<file path="src/rtl/mts_pkg.sv">
package mts_pkg;

  typedef enum logic [2:0] {
    ST_IDLE,
    ST_WRITE,
    ST_WACK,
    ST_RISSUE,
    ST_RDRAIN,
    ST_SCORE
  } seq_state_t;

endpackage

</file>
<file path="src/rtl/mts_lane_rotate.sv">
module mts_lane_rotate #(
  parameter int DATA_W = 16,
  parameter int LANE_W = 8
) (
  input  logic [DATA_W-1:0] din,
  output logic [DATA_W-1:0] dout
);
  localparam int LANES = DATA_W / LANE_W;

  // Each lane rotates left by one bit, independently of its neighbours.
  for (genvar g = 0; g < LANES; g++) begin : g_lane
    assign dout[g*LANE_W +: LANE_W] =
      {din[g*LANE_W +: LANE_W-1], din[g*LANE_W + LANE_W - 1]};
  end
endmodule

</file>
<file path="src/rtl/mts_pattern_gen.sv">
module mts_pattern_gen #(
  parameter int                DATA_W    = 16,
  parameter int                LANE_W    = 8,
  parameter logic [DATA_W-1:0] INIT_SEED = 16'h01FE
) (
  input  logic              clk,
  input  logic              rst,
  input  logic              load,
  input  logic [DATA_W-1:0] seed,
  input  logic              step,
  output logic [DATA_W-1:0] word
);
  localparam int LANES = DATA_W / LANE_W;

  logic [DATA_W-1:0] word_rot;

  mts_lane_rotate #(.DATA_W(DATA_W), .LANE_W(LANE_W)) u_rot (
    .din (word),
    .dout(word_rot)
  );

  always_ff @(posedge clk) begin
    if (rst)       word <= INIT_SEED;
    else if (load) word <= seed;
    else if (step) word <= word_rot;
  end

  // every lane stays a walking one or a walking zero
  for (genvar g = 0; g < LANES; g++) begin : g_shape
    a_r2_lane_shape: assert property (@(posedge clk) disable iff (rst)
      ($countones(word[g*LANE_W +: LANE_W]) == 1) ||
      ($countones(word[g*LANE_W +: LANE_W]) == LANE_W - 1));
  end
endmodule

</file>
<file path="src/rtl/mts_read_check.sv">
module mts_read_check #(
  parameter int                DATA_W    = 16,
  parameter int                LANE_W    = 8,
  parameter logic [DATA_W-1:0] INIT_SEED = 16'h01FE
) (
  input  logic              clk,
  input  logic              rst,
  input  logic              start,
  input  logic [DATA_W-1:0] seed,
  input  logic              rd_valid,
  input  logic [DATA_W-1:0] rd_data,
  output logic              err
);
  logic [DATA_W-1:0] expect_word;

  // Expected data walks one step per returned word, in arrival order.
  mts_pattern_gen #(.DATA_W(DATA_W), .LANE_W(LANE_W), .INIT_SEED(INIT_SEED)) u_exp (
    .clk (clk),
    .rst (rst),
    .load(start),
    .seed(seed),
    .step(rd_valid),
    .word(expect_word)
  );

  always_ff @(posedge clk) begin
    if (rst || start)                           err <= 1'b0;
    else if (rd_valid && rd_data != expect_word) err <= 1'b1;
  end

  // once a mismatch is seen it stays recorded until the next pass
  a_r7_err_sticky: assert property (@(posedge clk) disable iff (rst)
    err && !start |=> err);
endmodule

</file>
<file path="src/rtl/mts_score.sv">
module mts_score #(
  parameter int CNT_W = 4
) (
  input  logic             clk,
  input  logic             rst,
  input  logic             bump,
  input  logic             failed,
  output logic [CNT_W-1:0] pass_count,
  output logic [CNT_W-1:0] fail_count
);
  always_ff @(posedge clk) begin
    if (rst) begin
      pass_count <= '0;
      fail_count <= '0;
    end else if (bump) begin
      if (failed) fail_count <= fail_count + 1'b1;
      else        pass_count <= pass_count + 1'b1;
    end
  end

  // fail counter only steps by one (with wrap) and never with the pass counter
  a_r7_fail_single_step: assert property (@(posedge clk) disable iff (rst)
    (fail_count != $past(fail_count)) |->
      (fail_count == CNT_W'($past(fail_count) + 1'b1)) && $stable(pass_count));

  // same for the pass counter
  a_r8_pass_single_step: assert property (@(posedge clk) disable iff (rst)
    (pass_count != $past(pass_count)) |->
      (pass_count == CNT_W'($past(pass_count) + 1'b1)) && $stable(fail_count));
endmodule

</file>
<file path="src/rtl/mem_test_seq.sv">
module mem_test_seq
  import mts_pkg::*;
#(
  parameter int                ADDR_W    = 24,
  parameter int                DATA_W    = 16,
  parameter int                LANE_W    = 8,
  parameter int                STRIDE    = 4,
  parameter logic [ADDR_W-1:0] LAST_ADDR = ADDR_W'(24'h07FFFC),
  parameter logic [DATA_W-1:0] INIT_SEED = 16'h01FE,
  parameter int                CNT_W     = 4,
  parameter int                OUTST_W   = 6
) (
  input  logic              clk,
  input  logic              rst,
  output logic              cmd_valid,
  output logic              cmd_write,
  output logic [ADDR_W-1:0] cmd_addr,
  output logic [DATA_W-1:0] cmd_wdata,
  input  logic              cmd_ack,
  input  logic              rd_valid,
  input  logic [DATA_W-1:0] rd_data,
  output logic [CNT_W-1:0]  pass_count,
  output logic [CNT_W-1:0]  fail_count
);
  localparam logic [ADDR_W-1:0] ADDR_STEP = ADDR_W'(STRIDE);

  seq_state_t        state;
  logic [DATA_W-1:0] seed;
  logic [DATA_W-1:0] seed_rot;
  logic [DATA_W-1:0] wr_word;
  logic [OUTST_W-1:0] outstanding;
  logic              pass_err;
  logic              accept;
  logic              rd_accept;
  logic              at_last;

  assign accept    = cmd_valid && cmd_ack;
  assign rd_accept = accept && !cmd_write;
  assign at_last   = (cmd_addr == LAST_ADDR);

  // Seed for the next pass: rotate each lane, then invert.
  mts_lane_rotate #(.DATA_W(DATA_W), .LANE_W(LANE_W)) u_seed_rot (
    .din (seed),
    .dout(seed_rot)
  );

  always_ff @(posedge clk) begin
    if (rst)                    seed <= INIT_SEED;
    else if (state == ST_SCORE) seed <= ~seed_rot;
  end

  // Write-side pattern: reloaded at pass start, advanced on each accepted write.
  mts_pattern_gen #(.DATA_W(DATA_W), .LANE_W(LANE_W), .INIT_SEED(INIT_SEED)) u_wr_pat (
    .clk (clk),
    .rst (rst),
    .load(state == ST_IDLE),
    .seed(seed),
    .step(state == ST_WACK && cmd_ack),
    .word(wr_word)
  );

  mts_read_check #(.DATA_W(DATA_W), .LANE_W(LANE_W), .INIT_SEED(INIT_SEED)) u_check (
    .clk     (clk),
    .rst     (rst),
    .start   (state == ST_IDLE),
    .seed    (seed),
    .rd_valid(rd_valid),
    .rd_data (rd_data),
    .err     (pass_err)
  );

  mts_score #(.CNT_W(CNT_W)) u_score (
    .clk       (clk),
    .rst       (rst),
    .bump      (state == ST_SCORE),
    .failed    (pass_err),
    .pass_count(pass_count),
    .fail_count(fail_count)
  );

  // Reads in flight: issued but not yet returned.
  always_ff @(posedge clk) begin
    if (rst) outstanding <= '0;
    else begin
      case ({rd_accept, rd_valid})
        2'b10:   outstanding <= outstanding + 1'b1;
        2'b01:   outstanding <= outstanding - 1'b1;
        default: outstanding <= outstanding;
      endcase
    end
  end

  always_ff @(posedge clk) begin
    if (rst) begin
      state     <= ST_IDLE;
      cmd_valid <= 1'b0;
      cmd_write <= 1'b0;
      cmd_addr  <= '0;
      cmd_wdata <= '0;
    end else begin
      case (state)
        ST_IDLE: begin
          cmd_addr <= '0;
          state    <= ST_WRITE;
        end
        ST_WRITE: begin
          cmd_valid <= 1'b1;
          cmd_write <= 1'b1;
          cmd_wdata <= wr_word;
          state     <= ST_WACK;
        end
        ST_WACK: begin
          if (cmd_ack) begin
            if (at_last) begin
              cmd_valid <= 1'b1;
              cmd_write <= 1'b0;
              cmd_addr  <= '0;
              state     <= ST_RISSUE;
            end else begin
              cmd_valid <= 1'b0;
              cmd_addr  <= cmd_addr + ADDR_STEP;
              state     <= ST_WRITE;
            end
          end
        end
        ST_RISSUE: begin
          if (cmd_ack) begin
            if (at_last) begin
              cmd_valid <= 1'b0;
              state     <= ST_RDRAIN;
            end else begin
              cmd_addr <= cmd_addr + ADDR_STEP;
            end
          end
        end
        ST_RDRAIN: begin
          if (outstanding == '0) state <= ST_SCORE;
        end
        ST_SCORE: begin
          state <= ST_IDLE;
        end
        default: state <= ST_IDLE;
      endcase
    end
  end

  // a pending command holds until acknowledged
  a_r5_cmd_hold: assert property (@(posedge clk) disable iff (rst)
    cmd_valid && !cmd_ack |=>
      cmd_valid && $stable(cmd_write) && $stable(cmd_addr) && $stable(cmd_wdata));

  // no address outside the window
  a_r3_addr_in_window: assert property (@(posedge clk) disable iff (rst)
    cmd_valid |-> cmd_addr <= LAST_ADDR);

  // scoring only with every read returned
  a_r10_drained_at_score: assert property (@(posedge clk) disable iff (rst)
    state == ST_SCORE |-> outstanding == '0 && !rd_valid);

  // in-flight counter never wraps
  a_r10_no_overflow: assert property (@(posedge clk) disable iff (rst)
    (outstanding == '1) |-> !(rd_accept && !rd_valid));
endmodule

</file>
<file path="config.mk">
export PLATFORM = sky130hd
export DESIGN_NAME = mem_test_seq
export DESIGN_NICKNAME = d
export VERILOG_FILES = /design/src/rtl/mts_pkg.sv /design/src/rtl/mts_lane_rotate.sv /design/src/rtl/mts_pattern_gen.sv /design/src/rtl/mts_read_check.sv /design/src/rtl/mts_score.sv /design/src/rtl/mem_test_seq.sv
export SDC_FILE = /design/constraint.sdc
export NUM_CORES = 1
export LEC_CHECK = 0
export BUFFER_PORTS_ARGS = -buffer_cell sky130_fd_sc_hd__clkbuf_2
export CAP_MARGIN = 20
export CORE_ASPECT_RATIO = 1.75
export CORE_UTILIZATION = 40
export DETAILED_ROUTE_END_ITERATION = 7
export HOLD_SLACK_MARGIN = 0.06
export SKIP_CTS_REPAIR_TIMING = 1
export SLEW_MARGIN = 20
export SYNTH_ARGS = -nofsm -noshare
export SYNTH_HDL_FRONTEND = slang
export SYNTH_SLANG_ARGS = --single-unit
</file>
<file path="constraint.sdc">
create_clock -name clk -period 2.9 [get_ports clk]
set_input_delay 0.725 -clock clk [delete_from_list [all_inputs] [get_ports clk]]
set_output_delay 0.725 -clock clk [all_outputs]
set_load 0.05 [all_outputs]
</file>
== Yosys cells after proc, flatten, opt, wreduce, memory -nomap -nowiden ==
Index checks and enable logic that the tools add are counted.

* Bits of input ports: 20
* Output and inout bits: 50
* Word-level logic and storage cells: 76
* Bits in registers: 108

* Add/subtract/negate cells: 5
* Reduce and logical (&&, ||, !) cells: 20
* Bitwise operators: 2
* Muxes and demuxes: 22
* Equal/unequal tests: 15

{| class="wikitable"
|+ Operators with widths
! cell !! count
|-
| two-way mux 24 bit || 4
|-
| case mux 24 bit (3 select lines) || 1
|-
| two-way mux 16 bit || 4
|-
| adder 24 x 3 -> 24 bit, second input constant || 1
|-
| == test 24 x 19 -> 1 bit, second input constant || 1
|-
| != test 16 bit || 1
|-
| NOT 16 bit || 1
|-
| case mux 3 bit (5 select lines) || 1
|-
| two-way mux 3 bit || 4
|-
| != test 2 bit, second input constant || 6
|-
| case mux 6 bit (2 select lines) || 1
|-
| AND reduction 4 bit || 3
|-
| adder 4 x 1 -> 4 bit, second input constant || 2
|-
| nonzero test 2 bit || 4
|-
| adder 6 x 1 -> 6 bit, second input constant || 1
|-
| == test 3 x 2 -> 1 bit, second input constant || 2
|-
| == test 3 bit, second input constant || 2
|-
| logical NOT 6 bit || 1
|-
| nonzero test 3 bit || 2
|-
| subtractor 6 x 1 -> 6 bit, second input constant || 1
|-
| logical AND 1 bit || 4
|-
| two-way mux 1 bit || 4
|-
| AND reduction 2 bit || 2
|-
| == test 3 x 1 -> 1 bit, second input constant || 1
|-
| other kinds (10) || 10
|}

== Logic depth before layout (Yosys ltp) ==
* Depth in word-level cells: 4
* Depth in mapped cells: 10
* Gate-level depth less buffers: 9

== Modules after synthesis ==
A second synthesis with hierarchy kept.

* Cells, all modules: 617
* Area, all modules: 5481.5 µm²

{| class="wikitable"
|+ By module, submodules not included
! module !! times used !! seq. area each (µm²) !! area each (µm²) !! cells each
|-
| mem_test_seq || 1 || 1301.2 || 3069.2 || 367
|-
| mts_pattern_gen || 2 || 320.3 || 753.2 || 71
|-
| mts_lane_rotate || 3 || 0.0 || 120.1 || 16
|-
| mts_score || 1 || 160.2 || 340.3 || 36
|-
| mts_read_check || 1 || 20.0 || 205.2 || 24
|}

== Worst setup path before layout ==
Ideal clock, no wire load.

* Kind: in2reg
* Start: input port cmd_ack
* End: register outstanding[4]
* Required time: 2.779 ns
* Stages: 9
* Data arrival time: 2.419 ns
* Setup slack: 0.361 ns
* Path buffers: 1
* Cells stage by stage: nand3b_1 -> ha_1 -> clkbuf_1 -> xor2_1 -> ha_1 -> a21oi_1 -> a32oi_1 -> a21oi_1 -> mux2_2

* Word-level cells in the longest chain between the ends: 4
* Elaborated cells between the ends (all ways): 6
* Those cells by class: 2 x eq/ne; 1 x mux; 3 x reduce/logical

{| class="wikitable"
|+ Ends and longest elaborated chain
! element !! RTL line !! source
|-
| start: declaration || mem_test_seq.sv:19 || <nowiki>input logic cmd_ack,</nowiki>
|-
| logical AND 1 bit * || mem_test_seq.sv:37 || <nowiki>assign accept = cmd_valid && cmd_ack;</nowiki>
|-
| logical AND 1 bit * || mem_test_seq.sv:38 || <nowiki>assign rd_accept = accept && !cmd_write;</nowiki>
|-
| == test 2 x 1 -> 1 bit / == test 2 bit (equally long branches) || mem_test_seq.sv:85 || <nowiki>case ({rd_accept, rd_valid})</nowiki>
|-
| case mux 6 bit (2 select lines) / nonzero test 2 bit (equally long branches) || - ||
|-
| end signal: assignment || mem_test_seq.sv:86 || <nowiki>2'b10: outstanding <= outstanding + 1'b1;</nowiki>
|-
| end signal: assignment || mem_test_seq.sv:87 || <nowiki>2'b01: outstanding <= outstanding - 1'b1;</nowiki>
|-
| end signal: assignment || mem_test_seq.sv:88 || <nowiki>default: outstanding <= outstanding;</nowiki>
|-
| end: declaration || mem_test_seq.sv:31 || <nowiki>logic [OUTST_W-1:0] outstanding;</nowiki>
|}

Every way passes the cells marked *; elsewhere a longest branch is shown, timed or not.
A chain may end at the register's enable or synchronous reset.

== Final worst setup path ==
Ends and elaborated chain as after synthesis.

==> flow_metrics.env <==
export IMPL_fillCellCount=1149
export IMPL_yosysTopAreaCell="dfxtp_1"
export IMPL_syn_cell_area_sq_um=4830
export IMPL_reg2reg_from="cmd_addr[2]"
export IMPL_clk_pin_slew_worst_paths_ns=0.08
export IMPL_grt_max_degree=52
export IMPL_grt_overflow_total=0
export IMPL_setup_worst_path_end_class="register"
export IMPL_cts_root_buf="clkbuf_16"
export IMPL_r2r_slack_ns=0.63
export IMPL_antenna_left=0
export IMPL_antenna_found_initial=0
export IMPL_yosysSeqAreaShare=0.439
export IMPL_cts_tree="yes"
export IMPL_synth_edf_count=0
export IMPL_die_w_um=85.1
export IMPL_finalHoldViolations=0
export IMPL_gp_congestion=0.838
export IMPL_power_density_nw_per_um2=590
export IMPL_num_antenna_cells=0
export IMPL_synth_cells=585
export IMPL_final_common_cell="dfxtp_1"
export IMPL_drtPass1Iterations=4
export IMPL_worst_slew_pin_slew_ns=0.630
export IMPL_drt_drc_violations_left=0
export IMPL_dieArea_sq_um=12500
export IMPL_critPathTopFamily="compound AO/OA/AOI/OAI gates"
export IMPL_synthToLayoutAreaGrowth_pct=16.9
export IMPL_first_iter_violations=183
export IMPL_yosys_area_top_type_share=0.439
export IMPL_hold_path_end="cmd_wdata[11]"
export IMPL_layout_common_cells="dfxtp_1, nand2_1, clkbuf_2"
export IMPL_grt_pass1_vias=4026
export IMPL_min_delay_path_class="reg2reg"
export IMPL_fin_crit_ns=2.31
export IMPL_fin_tns_setup_ns=0
export IMPL_cp_required_ns=3.14
export IMPL_grt_usage=0.202
export IMPL_synthTopCellsByArea="dfxtp_1, nand2_1, a21oi_1"
export IMPL_syn_avg_cell_area_sq_um=8.25
export IMPL_p_leak_nw=2.28
export IMPL_yosysWarnings=0
export IMPL_max_freq_mhz=433
export IMPL_worstPathCellList="clkbuf_2, nand3b_1, ha_1, xor2_1, ha_1, a21oi_1, a32oi_1, a21oi_1, mux2_2"
export IMPL_maxCapViolCount=0
export IMPL_htree_levels=3
export IMPL_rr_worst_depth=8
export IMPL_wire_per_inst_um=15.6
export IMPL_relSlewSlack=0.580
export IMPL_instances_no_fill=785
export IMPL_critPathKind="in2reg"
export IMPL_holdPathStages=2
export IMPL_slowest_stage="mux2_2"
export IMPL_status="finished clean"
export IMPL_grt_pass1_wl_mm=19.9
export IMPL_slew_violations=0
export IMPL_cp_start_kind="input pin"
export IMPL_p_total_mw=3.33
export IMPL_numCtsBuffers=9
export IMPL_via_per_inst=5.44
export IMPL_setup_viol=0
export IMPL_startpoint="cmd_ack"
export IMPL_ys_async_sr_fraction=0
export IMPL_worstReg2RegEnd="cmd_addr[6]"
export IMPL_hold_start="cmd_wdata[11]"
export IMPL_placedCellCount=769
export IMPL_vias=4273
export IMPL_totalWireLength_mm=12.2
export IMPL_min_period_over_period=0.796
export IMPL_cp_slowest_stage_delay_ns=0.34
export IMPL_num_io_pins=70
export IMPL_core_sq_um=11600
export IMPL_path_buf_inv=1
export IMPL_dp_hpwl_mm=8.90
export IMPL_drive_gt1_frac=0.169
export IMPL_nNetsFinal=671
export IMPL_cp_max_fo=7
export IMPL_cts_buffer_depth=2
export IMPL_finClkSkew_ns=0.00947
export IMPL_synthFlopType="dfxtp_1"
export IMPL_port_buffers=67
export IMPL_initial_utilization=0.415
export IMPL_clk_latency_ns=0.35
export IMPL_die_h_um=147
export IMPL_cts_sinks=106
export IMPL_yosysUniqueCellTypes=54
export IMPL_row_count=52
export IMPL_ys_seq_elements=106
export IMPL_grt_setup_unrepaired="false"
export IMPL_cp_data_arrival_time_ns=2.55
export IMPL_vdd_ir_drop_max_v=0.000314
power breakdown:
group	internal [mW]	switching, mW
registers	1.52	0.0750
clock network	0.686	0.581
logic	0.162	0.302
total	2.37	0.958
cell type report:
| class | instances | area (sq um) | area share |
|---|---|---|---|
| clock buffers | 9 | 225 | 0.0399 |
| multi-input cells | 436 | 2530 | 0.449 |
| inverters | 9 | 33.8 | 0.00599 |
| well taps | 135 | 169 | 0.0299 |
| flip-flops and latches | 106 | 2120 | 0.376 |
| repair buffers | 83 | 480 | 0.0851 |
| clock inverters | 7 | 81.3 | 0.0144 |
worst register-to-register path, stage by stage (launching register included):
cell and delay [ns]:
dfxtp_1 0.42, ha_1 0.22, nand4_1 0.19, nor4_2 0.37, buf_12 0.21, a31oi_2 0.21
o21ai_2 0.28, buf_4 0.22, nor2_1 0.06
synthesized netlist by cell type (2+ instances only):
cell	count
a211oi_1	12
o221a_2	2
xnor2_1	10
nand4_1	8
and4_1	2
a2111oi_0	4
a32oi_1	3
o21ai_0	37
buf_4	4
ha_1	6
buf_1	2
inv_1	7
nor3_1	6
o21a_1	2
or4_1	4
nand3_1	17
nand2_1	90
and3_1	10
nor2_1	54
buf_2	3
a21oi_1	59
a31oi_1	10
nor3b_1	2
a22oi_1	3
clkinv_1	2
o211ai_1	8
nand2b_1	2
o31ai_1	2
clkbuf_1	26
dfxtp_1	106
or3_1	6
mux2i_1	11
a21o_1	3
xor2_1	24
nor4_1	6
nor2b_1	11
nand3b_1	4
flip-flops by register name, summed over array words and instances (netlist names):
register and flops:
u_wr_pat.word 16, u_score.fail_count 4, state 3, outstanding 6
u_score.pass_count 4, u_check.err 1, cmd_addr 22, cmd_write 1
cmd_valid 1, u_check.u_exp.word 16, cmd_wdata 16, seed 16
kinds of logic after synthesis:
logic type      Yosys count  share of synthesized area
fa+ha+maj                 6                     0.0155
simple gates            228                      0.224
compound gates          154                      0.195
other cells               1                   0.000777
mux                      12                     0.0251
buf+inv                  44                     0.0381
flops                   106                      0.439
xor+xnor                 34                     0.0617
per-stage QoR:
step	setup WS, ns	hold WS (ns)	utilization	area (sq um)
after floorplan	0.361	0.445	-	4830
after global placement	0.315	0.449	0.458	5340
after detailed placement	0.264	0.449	0.458	5340
after CTS	0.591	0.460	0.485	5640
after global routing	0.413	0.489	0.485	5640
final	0.592	0.455	0.485	5640
worst max-delay path by stage:
stage,end,slack (ns),cells past startpoint
6_report,outstanding[4],0.59,9
5_1_grt,cmd_addr[16],0.41,8
4_1_cts,cmd_addr[6],0.59,8
3_5_place_dp,outstanding[4],0.26,9
3_3_place_gp,outstanding[4],0.31,9
2_1_floorplan,outstanding[4],0.36,9
per-layer routing:
layer	part of all wire	wire (um)	global-route usage
met5	0	0	0
met4	0.031	378	0.0949
met1	0.39	4770	0.220
met2	0.55	6770	0.373
met3	0.026	314	0.0343
Note: power is estimated with default switching activity, not from simulation.
